File: src/rtl/sld_pkg.sv
`timescale 1ns/1ps
package sld_pkg;
  // Sink drive level: low turns the load on.
  function automatic logic sink_level(input logic held, input logic off);
    return off | ~held;
  endfunction
endpackage

File: src/rtl/sld_shift_chain.sv
`timescale 1ns/1ps
module sld_shift_chain #(
  parameter int STAGES = 12
) (
  input  logic              clk,
  input  logic              rst,
  input  logic              ser_in,
  output logic [STAGES-1:0] stage_q,
  output logic [STAGES-1:0] stage_nx
);
  localparam int TOP = STAGES - 1;

  always_comb begin
    stage_nx = {stage_q[TOP-1:0], ser_in};
  end

  always_ff @(posedge clk) begin
    if (rst) stage_q <= '0;
    else     stage_q <= stage_nx;
  end

  // one position per edge, new bit at stage 0
  assert_shift_step_R2: assert property (@(posedge clk) disable iff (rst)
    !rst |=> (stage_q[0] == $past(ser_in)) &&
             (stage_q[TOP:1] == $past(stage_q[TOP-1:0])));
endmodule

File: src/rtl/sld_hold_bank.sv
`timescale 1ns/1ps
module sld_hold_bank #(
  parameter int STAGES = 12
) (
  input  logic              clk,
  input  logic              rst,
  input  logic              latch_open,
  input  logic [STAGES-1:0] stage_nx,
  input  logic [STAGES-1:0] stage_q,
  output logic [STAGES-1:0] hold_q
);
  for (genvar k = 0; k < STAGES; k++) begin : g_hold
    always_ff @(posedge clk) begin
      if (rst)             hold_q[k] <= 1'b0;
      else if (latch_open) hold_q[k] <= stage_nx[k];
    end
  end

  // open hold bank matches the chain after the edge
  assert_follow_R4: assert property (@(posedge clk) disable iff (rst)
    latch_open |=> hold_q == stage_q);

  // closed hold bank keeps its value
  assert_keep_R5: assert property (@(posedge clk) disable iff (rst)
    !latch_open |=> $stable(hold_q));
endmodule

File: src/rtl/sld_out_stage.sv
`timescale 1ns/1ps
module sld_out_stage
  import sld_pkg::*;
#(
  parameter int STAGES = 12
) (
  input  logic [STAGES-1:0] hold_q,
  input  logic              kill,
  output logic [STAGES-1:0] drive_n
);
  for (genvar k = 0; k < STAGES; k++) begin : g_pin
    assign drive_n[k] = sink_level(hold_q[k], kill);
  end
endmodule

File: src/rtl/serial_latch_driver.sv
`timescale 1ns/1ps
module serial_latch_driver #(
  parameter int STAGES = 12
) (
  input  logic              clk,
  input  logic              rst,
  input  logic              ser_in,
  input  logic              latch_open,
  input  logic              kill,
  output logic [STAGES-1:0] drive_n,
  output logic              ser_out
);
  localparam int TOP = STAGES - 1;

  logic [STAGES-1:0] stage_q;
  logic [STAGES-1:0] stage_nx;
  logic [STAGES-1:0] hold_q;

  sld_shift_chain #(.STAGES(STAGES)) u_chain (
    .clk(clk), .rst(rst), .ser_in(ser_in),
    .stage_q(stage_q), .stage_nx(stage_nx)
  );

  sld_hold_bank #(.STAGES(STAGES)) u_hold (
    .clk(clk), .rst(rst), .latch_open(latch_open),
    .stage_nx(stage_nx), .stage_q(stage_q), .hold_q(hold_q)
  );

  sld_out_stage #(.STAGES(STAGES)) u_out (
    .hold_q(hold_q), .kill(kill), .drive_n(drive_n)
  );

  assign ser_out = stage_q[TOP];

  // serial output carries what stage TOP-1 held before the edge
  assert_serout_R3: assert property (@(posedge clk) disable iff (rst)
    !rst |=> ser_out == $past(stage_q[TOP-1]));

  // pins follow the hold bank inverted while enabled
  assert_invert_R6: assert property (@(posedge clk) disable iff (rst)
    !kill |-> drive_n == ~hold_q);

  // disable turns every pin off
  assert_kill_off_R7: assert property (@(posedge clk) disable iff (rst)
    kill |-> &drive_n);

  // reset edge leaves chain clear and pins off
  assert_reset_off_R8: assert property (@(posedge clk)
    rst |=> (stage_q == '0) && (&drive_n));
endmodule

File: config.mk
export PLATFORM = sky130hd
export DESIGN_NAME = serial_latch_driver
export DESIGN_NICKNAME = d
export VERILOG_FILES = /design/src/rtl/sld_pkg.sv /design/src/rtl/sld_shift_chain.sv /design/src/rtl/sld_hold_bank.sv /design/src/rtl/sld_out_stage.sv /design/src/rtl/serial_latch_driver.sv
export SDC_FILE = /design/constraint.sdc
export NUM_CORES = 1
export LEC_CHECK = 0
export ABC_AREA = 1
export BUFFER_PORTS_ARGS = -buffer_cell sky130_fd_sc_hd__buf_4
export CAP_MARGIN = 5
export CORE_ASPECT_RATIO = 0.6
export CORE_MARGIN = 1.5
export CORE_UTILIZATION = 40
export DETAILED_ROUTE_END_ITERATION = 12
export GPL_ROUTABILITY_DRIVEN = 1
export PLACE_DENSITY_LB_ADDON = 0.1
export SYNTH_ARGS = -nofsm -noshare
export SYNTH_HDL_FRONTEND = slang
export SYNTH_HIERARCHICAL = 1
export SYNTH_SLANG_ARGS = --single-unit
File: constraint.sdc
create_clock -name clk -period 0.8 [get_ports clk]
set_input_delay 0 -clock clk [delete_from_list [all_inputs] [get_ports clk]]
set_output_delay 0 -clock clk [all_outputs]
set_load 0.05 [all_outputs]
After elaboration in Yosys (flattened, before gate mapping) --
Cells that the tools add are included.
Cells by class: bitwise gates (word level) 24
Operators with widths (number):
- 1-bit inverter | 12
- 1-bit OR | 12
Storage, ports and cells: register bits after elaboration 24

Longest topological paths before layout --
word-level depth 2, gate-level depth with buffers 5, gate-level depth less buffers 4

Cells and area by module --
Netlist, hierarchy kept.
Modules (own cells, without submodules):
- sld_hold_bank | cells each 76, area each 496.7 um2, instances 1
- sld_shift_chain | cells each 49, area each 431.7 um2, instances 1
- sld_out_stage | cells each 14, area each 60.1 um2, instances 1

Least setup slack after synthesis --
No wires, ideal clock.
path type register to output, from reg u_hold.hold_q[1], to out drive_n[1], slack 0.172 ns, cell stages (with the launch flop) 2, path buffers 0, arrival 0.628 ns, cell sequence dfxtp_1 -> nand2_1
Between the ends: word-level cells in the longest chain between the ends 2
RTL lines:
- start, declared | RTL line sld_hold_bank.sv:10 | output logic [STAGES-1:0] hold_q
- start signal, assigned by index | RTL line sld_hold_bank.sv:15 | else if (latch_open) hold_q[k] <= stage_nx[k];
- 1-bit inverter | RTL line sld_pkg.sv:5 | return off | ~held;
- 1-bit OR | RTL line sld_pkg.sv:5
- end, declared | RTL line serial_latch_driver.sv:10 | output logic [STAGES-1:0] drive_n,
Every way passes these cells.

Final worst setup path --
Same ends and word-level chain as after synthesis.

==> results_dict.tcl <==
set metrics [dict create \
    peakVddDrop_v 0.00124 \
    holdWs_ps 85.9 \
    start_util_pct 42.2 \
    drt_iter0_drc 24 \
    area_delta_synth_final_pct 27.5 \
    min_period_ps 815 \
    totalWireLength_um 1510 \
    antennaDiodeCount 0 \
    crit_chain "nand2_1 -> buf_6" \
    postSynthCellCount 128 \
    setup_ws_ps -15.2 \
    die_y_um 39.9 \
    coreArea_um2 2150 \
    clock_latency_ps 260 \
    placed_cells 170 \
    ant_nets 0 \
    die-width_um 64.4 \
    ff2ff_setup_slack_ps 140 \
    grt_pass1_vias 531 \
    netlist_area_um2 906 \
    hpwl_um 1090 \
    wl_per_cell_um 8.65 \
    outcome "finished, violations left" \
    finClkSkew_ps 0.624 \
    yosysWarnings 6 \
    path_clk_slew_ps 70 \
    hold-path-endpoint "u_chain/stage_q[0]$_SDFF_PP0_" \
    num-nets-final 152 \
    slowest_delay_ps 330 \
    critPathCaptureType "output pin" \
    post_drt_via_cell_ratio 3.82 \
    drive_gt1_share_pct 28.3 \
    cp.required_ps 800 \
    p_sw_share_pct 24.3 \
    reg2reg_to "u_hold/hold_q[4]$_SDFFE_PP0P_" \
    cts_root_buffer "clkbuf_8" \
    cp-start-kind "flip-flop" \
    setup_viol 11 \
    power.internal_mw 1.68 \
    grt_pass1_wl_um 2560 \
    p_clk_share_pct 30.3 \
    antenna_found_initial 0 \
    fmax_mhz 1230 \
    cp_max_fo 2 \
    hold_violations 0 \
    cts_tree "built" \
    cts.sinks 24 \
    syn_avg_cell_area_um2 7.08 \
    grt_max_degree 25 \
    min_period_over_period_pct 102 \
    tightest_slew_ps 353 \
    critPathSlowestCell "dfxtp_2" \
    slew_headroom_pct 76.4 \
    hp-start "rst" \
    fill_cells 217 \
    cp_data_arrival_time_ps 820 \
    gp_congestion 0.750 \
    port_buffers 17 \
    holdPathStages 3 \
    h-tree-depth 1 \
    leakagePower_nw 0.528 \
    cts_made_buffers 3 \
    fp.dieArea_um2 2570 \
    rsz0062_at_grt "true" \
    drt_pre_antenna_iters 3 \
    powerDensity_nw_per_um2 1920 \
    worstSetupPathType "reg -> out" \
    power.switching_mw 0.538 \
    drcViolationCount 0 \
    num_rows 13 \
    fin_cells 175 \
    grt_overflow 0 \
    vias 668 \
    power_frac_seq_pct 57.0 \
    ios 18 \
    reg2reg_depth 3 \
    grt_usage_pct 14.0 \
    drv_slew 0 \
    hold_class "in -> reg" \
    r2r_start "u_hold/hold_q[4]$_SDFFE_PP0P_" \
    cap_viol_max_count 0 \
    cts_max_path_buffers 2 \
    syn-num-nets 133 \
    pwr-share-comb_pct 12.7 \
    violations "setup timing" \
]
==> flip-flops by register name, summed over array words and instances (netlist names) <==
register         cells
u_chain/stage_q     12
u_hold/hold_q       12
==> worst max path at each step <==
stage | from | endpoint | cells after the start
floorplan | u_hold/hold_q[1]$_SDFFE_PP0P_ | drive_n[1] | 1
global placement | rst | u_hold/hold_q[2]$_SDFFE_PP0P_ | 4
detailed placement | rst | u_hold/hold_q[6]$_SDFFE_PP0P_ | 4
CTS | u_hold/hold_q[9]$_SDFFE_PP0P_ | drive_n[9] | 2
finish | u_hold/hold_q[1]$_SDFFE_PP0P_ | drive_n[1] | 2
global route | u_hold/hold_q[1]$_SDFFE_PP0P_ | drive_n[1] | 2
==> what timing repair did <==
action                     in CTS  in global routing
setup buffers                   1                  0
hold buffers                    1                  0
hold endpoints to repair        1                  0
gates resized for setup        25                  5
setup endpoints to repair      12                 12
gates cloned                    0                  0
==> area by class of cell <==
class / count / area [um2] / area share [%]
Clock buffer: 3 / 41.3 / 3.58
Inverter: 26 / 97.6 / 8.45
Multi-Input combinational cell: 72 / 285 / 24.7
Sequential cell: 24 / 495 / 42.9
Tap cell: 30 / 37.5 / 3.25
Timing Repair Buffer: 20 / 198 / 17.1
==> critical path: cells and delay by family, from the launching register on <==
family | cells | cell delay [ps]
simple gates | 1 | 60
flops | 1 | 330
buf+inv | 1 | 160
==> metrics by stage <==
stage	util, %	setup slack, ps	instance area, um2	power [mW]	TNS [ps]
5_1_grt	53.8	-55.3	1150	2.33	-597
3_5_place_dp	47.6	141	1020	1.54	0
6_report	53.8	-15.2	1150	2.22	-94.6
3_3_place_gp	47.6	163	1020	1.53	0
2_1_floorplan	-	172	906	1.48	0
4_1_cts	53.2	-21.9	1140	2.24	-194
==> metal layers <==
metal / track usage [%] / wire (um) / part of all wire [%] / vias up
met5: 0 / 0 / 0 / -
met4: 4.79 / 6 / 0.40 / 0
met3: 6.03 / 74 / 4.9 / 2
met2: 17.7 / 529 / 35 / 14
met1: 20.4 / 903 / 60 / 263
li1: - / - / - / 389
==> cell usage in the layout, fill, tap and decap left out, drive strengths merged <==
master	instances
inv	26
nand2	36
dfxtp	24
nor2	36
clkbuf	3
dlygate4sd3	1
buf	19
==> power by group through the flow <==
stage               sequential, mW  combinational [mW]  clock (mW)
floorplan                     1.28               0.203           0
global placement              1.28               0.253           0
detailed placement            1.28               0.254           0
CTS                           1.26               0.279       0.700
global route                  1.27               0.312       0.754
finish                        1.26               0.281       0.672
No activity file was read; power rests on OpenSTA's default activity.
